$ cat config.mk
export PLATFORM = sky130hd
export DESIGN_NAME = bitrev_ld_agu
export DESIGN_NICKNAME = d
export VERILOG_FILES = /design/src/rtl/bitrev_ld_pkg.sv /design/src/rtl/br_index.sv /design/src/rtl/br_addr.sv /design/src/rtl/br_ext.sv /design/src/rtl/bitrev_ld_agu.sv
export SDC_FILE = /design/constraint.sdc
export NUM_CORES = 1
export LEC_CHECK = 0
export CAP_MARGIN = 10
export CORE_ASPECT_RATIO = 1.25
export CORE_MARGIN = 1.5
export CORE_UTILIZATION = 40
export DETAILED_ROUTE_END_ITERATION = 8
export DONT_BUFFER_PORTS = 1
export GPL_ROUTABILITY_DRIVEN = 0
export HOLD_SLACK_MARGIN = 0.12
export SLEW_MARGIN = 10
export SYNTH_ARGS = -nofsm -noshare
export SYNTH_HDL_FRONTEND = slang
export SYNTH_SLANG_ARGS = --single-unit
$ cat constraint.sdc
create_clock -name clk -period 12.2 [get_ports clk]
set_clock_uncertainty 0.2 [all_clocks]
set_input_delay 3.66 -clock clk [delete_from_list [all_inputs] [get_ports clk]]
set_output_delay 3.66 -clock clk [all_outputs]
set_load 0.01 [all_outputs]
$ cat src/rtl/bitrev_ld_pkg.sv
package bitrev_ld_pkg;

  typedef enum logic [2:0] {
    LK_BZ = 3'd0,
    LK_HZ = 3'd1,
    LK_HA = 3'd2,
    LK_WZ = 3'd3,
    LK_WA = 3'd4,
    LK_DW = 3'd5,
    LK_X6 = 3'd6,
    LK_X7 = 3'd7
  } ld_kind_e;

  typedef enum logic [1:0] {
    ST_IDLE = 2'd0,
    ST_REQ  = 2'd1,
    ST_RSP  = 2'd2
  } seq_st_e;

  // displacement low bits are cleared for the two DS-style kinds
  function automatic logic kind_is_ds(ld_kind_e k);
    return (k == LK_WA) || (k == LK_DW);
  endfunction

  function automatic logic [3:0] kind_bytes(ld_kind_e k);
    case (k)
      LK_BZ:        return 4'b0001;
      LK_HZ, LK_HA: return 4'b0010;
      LK_WZ, LK_WA: return 4'b0100;
      default:      return 4'b1000;
    endcase
  endfunction

endpackage

$ cat src/rtl/br_index.sv
module br_index #(
  parameter int IDX_W = 6,
  parameter int LW    = $clog2(IDX_W + 1)
) (
  input  logic [IDX_W-1:0] step,
  input  logic [LW-1:0]    vlog,
  output logic [IDX_W-1:0] rev
);

  logic [IDX_W-1:0] cand [IDX_W+1];

  // one reversal network per possible vector length
  for (genvar k = 0; k <= IDX_W; k++) begin : g_len
    logic [IDX_W-1:0] r;
    always_comb begin
      r = '0;
      for (int j = 0; j < k; j++) r[j] = step[k-1-j];
    end
    assign cand[k] = r;
  end

  always_comb begin
    rev = '0;
    for (int k = 0; k <= IDX_W; k++) begin
      if (vlog == LW'(k)) rev = cand[k];
    end
  end

endmodule

$ cat src/rtl/br_addr.sv
module br_addr #(
  parameter int XLEN   = 64,
  parameter int IDX_W  = 6,
  parameter int DISP_W = 16,
  parameter int SHW    = $clog2(XLEN)
) (
  input  logic [XLEN-1:0]   base,
  input  logic [IDX_W-1:0]  rev,
  input  logic [DISP_W-1:0] disp,
  input  logic              ds,
  input  logic [SHW-1:0]    shamt,
  output logic [XLEN-1:0]   ea
);

  logic [DISP_W-1:0] d_m;
  logic [XLEN-1:0]   d_x;
  logic [XLEN-1:0]   rev_x;
  logic [XLEN-1:0]   prod;
  logic [XLEN-1:0]   off;

  always_comb begin
    d_m   = ds ? {disp[DISP_W-1:2], 2'b00} : disp;
    d_x   = {{(XLEN-DISP_W){d_m[DISP_W-1]}}, d_m};
    rev_x = {{(XLEN-IDX_W){1'b0}}, rev};
    prod  = rev_x * d_x;
    off   = prod << shamt;
    ea    = base + off;
  end

endmodule

$ cat src/rtl/br_ext.sv
module br_ext
  import bitrev_ld_pkg::*;
#(
  parameter int XLEN = 64
) (
  input  ld_kind_e        kind,
  input  logic [XLEN-1:0] raw,
  output logic [XLEN-1:0] res
);

  always_comb begin
    case (kind)
      LK_BZ:   res = {{(XLEN-8){1'b0}}, raw[7:0]};
      LK_HZ:   res = {{(XLEN-16){1'b0}}, raw[15:0]};
      LK_HA:   res = {{(XLEN-16){raw[15]}}, raw[15:0]};
      LK_WZ:   res = {{(XLEN-32){1'b0}}, raw[31:0]};
      LK_WA:   res = {{(XLEN-32){raw[31]}}, raw[31:0]};
      default: res = raw;
    endcase
  end

endmodule

$ cat src/rtl/bitrev_ld_agu.sv
module bitrev_ld_agu
  import bitrev_ld_pkg::*;
#(
  parameter int XLEN   = 64,
  parameter int IDX_W  = 6,
  parameter int DISP_W = 16,
  parameter int LW     = $clog2(IDX_W + 1),
  parameter int SHW    = $clog2(XLEN)
) (
  input  logic              clk,
  input  logic              rst_n,
  input  logic              start,
  input  logic [2:0]        kind,
  input  logic              upd,
  input  logic              ra_is_zero,
  input  logic [XLEN-1:0]   ra_val,
  input  logic [SHW-1:0]    sh_amt,
  input  logic [DISP_W-1:0] disp,
  input  logic [LW-1:0]     vl_log2,
  output logic              busy,
  output logic              req_valid,
  input  logic              req_ready,
  output logic [XLEN-1:0]   req_addr,
  output logic [3:0]        req_size,
  output logic [IDX_W-1:0]  req_elem,
  input  logic              rsp_valid,
  output logic              rsp_ready,
  input  logic [XLEN-1:0]   rsp_data,
  input  logic [IDX_W-1:0]  rsp_elem,
  output logic              res_valid,
  output logic [XLEN-1:0]   res_data,
  output logic [IDX_W-1:0]  res_elem,
  output logic              wb_valid,
  output logic [XLEN-1:0]   wb_data,
  output logic              done
);

  seq_st_e           st_q, st_d;
  ld_kind_e          kind_q;
  logic              upd_q;
  logic [XLEN-1:0]   base_q;
  logic [SHW-1:0]    sh_q;
  logic [DISP_W-1:0] disp_q;
  logic [LW-1:0]     vlog_q;
  logic [IDX_W-1:0]  step_q, step_d;
  logic [XLEN-1:0]   ea_q;
  logic              res_valid_q, wb_valid_q, done_q;
  logic [XLEN-1:0]   res_data_q;
  logic [IDX_W-1:0]  res_elem_q;

  logic              op_en, ea_en, rsp_fire, last_d;
  logic [LW-1:0]     vlog_in;
  logic [IDX_W-1:0]  last_idx;
  logic [IDX_W-1:0]  rev;
  logic [XLEN-1:0]   ea;
  logic [XLEN-1:0]   ext;

  br_index #(.IDX_W(IDX_W), .LW(LW)) u_rev (
    .step (step_q),
    .vlog (vlog_q),
    .rev  (rev)
  );

  br_addr #(.XLEN(XLEN), .IDX_W(IDX_W), .DISP_W(DISP_W), .SHW(SHW)) u_addr (
    .base  (base_q),
    .rev   (rev),
    .disp  (disp_q),
    .ds    (kind_is_ds(kind_q)),
    .shamt (sh_q),
    .ea    (ea)
  );

  br_ext #(.XLEN(XLEN)) u_ext (
    .kind (kind_q),
    .raw  (rsp_data),
    .res  (ext)
  );

  always_comb begin
    vlog_in = (int'(vl_log2) > IDX_W) ? LW'(IDX_W) : vl_log2;
    for (int i = 0; i < IDX_W; i++) last_idx[i] = (i < int'(vlog_q));
  end

  // next-state logic
  always_comb begin
    st_d     = st_q;
    step_d   = step_q;
    op_en    = 1'b0;
    ea_en    = 1'b0;
    rsp_fire = 1'b0;
    last_d   = 1'b0;
    case (st_q)
      ST_IDLE: begin
        if (start) begin
          op_en  = 1'b1;
          step_d = '0;
          st_d   = ST_REQ;
        end
      end
      ST_REQ: begin
        if (req_ready) begin
          ea_en = 1'b1;
          st_d  = ST_RSP;
        end
      end
      ST_RSP: begin
        if (rsp_valid) begin
          rsp_fire = 1'b1;
          if (step_q == last_idx) begin
            last_d = 1'b1;
            st_d   = ST_IDLE;
          end else begin
            step_d = step_q + 1'b1;
            st_d   = ST_REQ;
          end
        end
      end
      default: st_d = ST_IDLE;
    endcase
  end

  // registers
  always_ff @(posedge clk or negedge rst_n) begin
    if (!rst_n) begin
      st_q        <= ST_IDLE;
      step_q      <= '0;
      kind_q      <= LK_BZ;
      upd_q       <= 1'b0;
      base_q      <= '0;
      sh_q        <= '0;
      disp_q      <= '0;
      vlog_q      <= '0;
      ea_q        <= '0;
      res_valid_q <= 1'b0;
      wb_valid_q  <= 1'b0;
      done_q      <= 1'b0;
      res_data_q  <= '0;
      res_elem_q  <= '0;
    end else begin
      st_q        <= st_d;
      step_q      <= step_d;
      res_valid_q <= rsp_fire;
      wb_valid_q  <= rsp_fire & upd_q;
      done_q      <= last_d;
      if (op_en) begin
        kind_q <= ld_kind_e'(kind);
        upd_q  <= upd;
        base_q <= (upd || !ra_is_zero) ? ra_val : '0;
        sh_q   <= sh_amt;
        disp_q <= disp;
        vlog_q <= vlog_in;
      end
      if (ea_en) ea_q <= ea;
      if (rsp_fire) begin
        res_data_q <= ext;
        res_elem_q <= rsp_elem;
      end
    end
  end

  assign busy      = (st_q != ST_IDLE);
  assign req_valid = (st_q == ST_REQ);
  assign rsp_ready = (st_q == ST_RSP);
  assign req_addr  = ea;
  assign req_size  = kind_bytes(kind_q);
  assign req_elem  = step_q;
  assign res_valid = res_valid_q;
  assign res_data  = res_data_q;
  assign res_elem  = res_elem_q;
  assign wb_valid  = wb_valid_q;
  assign wb_data   = ea_q;
  assign done      = done_q;

  // a stalled request keeps address and element
  a_r7_req_hold: assert property (@(posedge clk) disable iff (!rst_n)
    (req_valid && !req_ready) |=> (req_valid && $stable(req_addr) && $stable(req_elem)));

  // size code is one-hot
  a_r7_size_onehot: assert property (@(posedge clk) disable iff (!rst_n)
    req_valid |-> ($countones(req_size) == 1));

  // a result follows a response handshake
  a_r8_res_after_rsp: assert property (@(posedge clk) disable iff (!rst_n)
    res_valid |-> $past(rsp_valid && rsp_ready));

  // write-back only beside a result
  a_r9_wb_with_res: assert property (@(posedge clk) disable iff (!rst_n)
    wb_valid |-> res_valid);

  // completion beside the last result, then idle
  a_r10_done_with_res: assert property (@(posedge clk) disable iff (!rst_n)
    done |-> (res_valid && !busy));

  // byte loads carry no upper bits
  a_r4_byte_zero_hi: assert property (@(posedge clk) disable iff (!rst_n)
    (res_valid && kind_q == LK_BZ) |-> (res_data[XLEN-1:8] == '0));

endmodule

==> results.py <==
metrics = {
    "power_and_ir_drop": {
        "p_int_mw": 4.84,
        "power.leakage_nw": 13.2,
        "switching_share_pct": 48.6,
        "power_frac_seq_pct": 17.3,
        "p_comb_share_pct": 74.3,
        "p_switching_mw": 4.57,
        "power_mw": 9.41,
        "ir_drop_mv": 0.160,
        "pwr-share-clk_pct": 8.4,
        "p_per_area_nw_per_um2": 343,
    },
    "floorplan": {
        "dieHeight_um": 250,
        "die_area_um2": 50300,
        "start_util_pct": 40.6,
        "die_width_um": 201,
        "ioPinCount": 383,
        "core_um2": 48300,
        "num_rows": 90,
    },
    "synthesis": {
        "synth_xor_area_share_pct": 3.89,
        "synth_edf_count": 0,
        "ys.flop_type": "dfrtp_1",
        "synthCells": 2392,
        "synth_compound_area_share_pct": 18.0,
        "synth-adder-area-share_pct": 14.0,
        "synth.net_count": 2739,
        "syn_area_per_cell_um2": 8.19,
        "yosys-mux-area-fraction_pct": 5.78,
        "synth_top_family_by_area": "simple AND/OR/NAND/NOR gates",
        "synthArstFlopShare_pct": 100,
        "synth_cell_types": 90,
        "ys_warn_count": 0,
        "synthSimpleGateAreaFrac_pct": 22.4,
        "netlist_area_um2": 19600,
        "ys_ff_latch": 238,
        "seq_area_frac_synth_pct": 30.4,
    },
    "global_routing": {
        "grt_max_degree": 239,
        "grt_pass1_wl_um": 111000,
        "antenna_found_initial": 5,
        "grt_pass1_vias": 19900,
        "grt_usage_pct": 27.5,
        "gr-total-overflow": 0,
    },
    "timing": {
        "fin_crit_sh_pct": 108,
        "tightestPinTransition_ns": 1.23,
        "maxSlewViolCount": 0,
        "layout_setup_ws_ns": -1.01,
        "rsz0062_at_grt": "true",
        "fmax_ghz": 0.0757,
        "hold_viol": 0,
        "setup_viol": 45,
        "period_minus_slack_ns": 13.21,
        "slew_headroom_pct": 18.3,
    },
    "critical_path": {
        "crit_start": "vlog_q[0]$_DFFE_PN0P_",
        "r2r-start": "vlog_q[0]$_DFFE_PN0P_",
        "reg2reg_to": "wb_data[60]$_DFFE_PN0P_",
        "worst-path-max-fanout": 6,
        "worstPathArrival_ns": 9.35,
        "cpPeakStageDelay_ns": 0.56,
        "cp-end-kind": "primary output",
        "start_kind": "flip-flop",
        "rr_worst_depth": 37,
        "worstPathRequired_ns": 8.34,
        "worst-setup-path-type": "flip-flop to primary output",
        "cp_slowest_cell": "fa_1",
        "r2r_slack_ns": 2.96,
    },
    "status": {
        "status": "complete, but fails checks",
        "violations": "negative setup slack",
    },
    "finish": {
        "nFillCells": 4109,
        "drive_above_1_share_pct": 35.0,
        "final_nets": 3161,
        "area_delta_synth_final_pct": 39.8,
        "final_cells": 3482,
        "fin_area_um2": 27400,
    },
    "job": {
        "maxCapViolCount": 0,
    },
    "placed_design": {
        "placed_cell_area_um2": 23200,
        "dp_cells": 3327,
        "dp_hpwl_um": 52700,
        "preCtsSetupSlack_ns": -0.968,
        "port_buffers": 0,
    },
    "cts": {
        "htreeDepth": 1,
        "cts_root_buf": "clkbuf_16",
        "clk_latency_ns": 0.58,
        "ctsHoldBuffers": 0,
        "cts_tree": "yes",
        "cts-buffers-inserted": 26,
        "path_clk_slew_ns": 0.07,
        "cts.sinks": 238,
        "clk_path_buf_depth": 3,
    },
    "hold_path": {
        "hold_depth": 2,
        "hp-start": "upd_q$_DFFE_PN0P_",
        "hold_class": "flip-flop to flip-flop",
        "min_to": "upd_q$_DFFE_PN0P_",
    },
    "routing": {
        "wl_per_cell_um": 21.0,
        "drt_iter0_drc": 1394,
        "drc": 0,
        "ant_nets": 0,
        "routed_wl_um": 73200,
        "dr.pass1.iters": 7,
        "vias": 20000,
        "vias_per_cell": 5.75,
    },
}
-- worst max-delay path by stage --
stage	endpoint	slack, ns	cells past startpoint
CTS	req_addr[60]	-0.92	35
floorplan	req_addr[58]	-0.06	34
finish	req_addr[60]	-1.01	36
detailed placement	req_addr[60]	-0.97	33
global placement	req_addr[60]	-0.81	33
global route	req_addr[58]	-1.31	35
-- layout by cell type, fill, tap and decap left out, types with 15 or more instances in the layout --
| cell type | n |
|---|---|
| buf_4 | 470 |
| nand2_1 | 452 |
| dfrtp_1 | 236 |
| nor2_1 | 153 |
| inv_1 | 137 |
| a21oi_1 | 126 |
| nand3_1 | 92 |
| ha_1 | 76 |
| fa_1 | 68 |
| o21ai_0 | 56 |
| buf_6 | 55 |
| and2_1 | 52 |
| a21o_1 | 52 |
| mux2_2 | 49 |
| a21oi_2 | 34 |
| ha_4 | 32 |
| xor2_1 | 29 |
| xnor2_1 | 28 |
| and3_1 | 27 |
| clkbuf_16 | 26 |
| o21ai_2 | 22 |
| and2_4 | 21 |
| nor3_1 | 20 |
| o211ai_1 | 18 |
| o21bai_1 | 17 |
| nor2_2 | 16 |
| nand4_1 | 16 |
| a31oi_1 | 15 |
-- repair_timing --
item,in CTS,in global routing
pin swaps,116,132
endpoints found under the setup margin,48,51
cloned,3,0
setup buffers,78,40
gates resized for setup,325,173
-- synthesized netlist by cell type (all sizes together) (16+ instances only) --
library cell | count | area (um2)
a21oi | 171 | 863
o21ai | 97 | 485
a31oi | 22 | 138
inv | 148 | 556
dfrtp | 238 | 5960
buf | 33 | 139
o21bai | 20 | 150
fa | 68 | 1360
xnor2 | 49 | 429
nor2 | 175 | 657
ha | 110 | 1380
nand2 | 468 | 1760
and3 | 35 | 219
a211oi | 22 | 180
clkbuf | 105 | 394
nor2b | 16 | 100
o22ai | 16 | 100
o211ai | 18 | 135
nand4 | 16 | 100
xor2 | 38 | 333
and2 | 74 | 465
mux2i | 18 | 180
mux2 | 54 | 612
nand3 | 96 | 480
a21o | 53 | 398
nor3 | 28 | 140
-- power groups by stage --
stage / clock network, mW / registers, mW / logic (mW)
2_1_floorplan: 0 / 1.45 / 3.15
3_3_place_gp: 0 / 1.61 / 5.39
3_5_place_dp: 0 / 1.61 / 5.50
4_1_cts: 0.810 / 1.62 / 6.36
5_1_grt: 0.837 / 1.66 / 7.45
6_report: 0.793 / 1.63 / 6.99
-- sequential cells by signal, indices dropped and copies added (netlist names) --
name and count:
wb_data 64, wb_valid 1, done 1, base_q 64
upd_q 1, res_valid 1, st_q 2, res_elem 6
vlog_q 3, res_data 64, kind_q 3, sh_q 6
req_elem 6, disp_q 16
-- worst max-delay path: cells and delay by family (launching register included) --
family	cells	cell delay (ns)
buf+inv	8	0.94
xor+xnor	1	0.25
simple gates	9	1.82
fa+ha+maj	6	2.53
compound gates	9	1.66
flops	1	0.47
mux	3	1.12
-- cell type report --
type	instances	area, um2	share of cell area (%)
Inverter	149	559	2.04
Timing Repair Buffer	529	4230	15.4
Antenna cell	4	10.0	0.0365
Tap cell	644	806	2.94
Clock inverter	16	139	0.507
Clock buffer	32	703	2.57
Multi-Input combinational cell	1870	15000	54.7
Sequential cell	238	5960	21.7
-- logic make-up after synthesis --
family / count (synthesis)
flip-flops: 238
multiplexers: 87
buffers and inverters: 287
adder cells (fa/ha/maj): 178
AO/OA/AOI/OAI: 542
XOR/XNOR: 87
AND/OR/NAND/NOR: 973
-- layer usage --
layer | track usage [%] | wire (um) | up-vias
met2 | 48.5 | 36600 | 850
met4 | 14.3 | 4420 | 2
met3 | 4.20 | 4680 | 243
li1 | - | - | 9122
met1 | 32.3 | 27500 | 9811
met5 | 0 | 12 | -
-- stage by stage --
step | TNS, ns | util [%] | hold WS [ns]
after detailed placement | -22.14 | 48.1 | 0.255
final | -29.04 | 56.7 | 0.269
after global placement | -14.77 | 48.1 | 0.257
after floorplan | -0.234 | - | 0.238
after CTS | -24.43 | 54.4 | 0.271
after global routing | -42.96 | 56.7 | 0.299
Power figures use the tool's default switching activity.
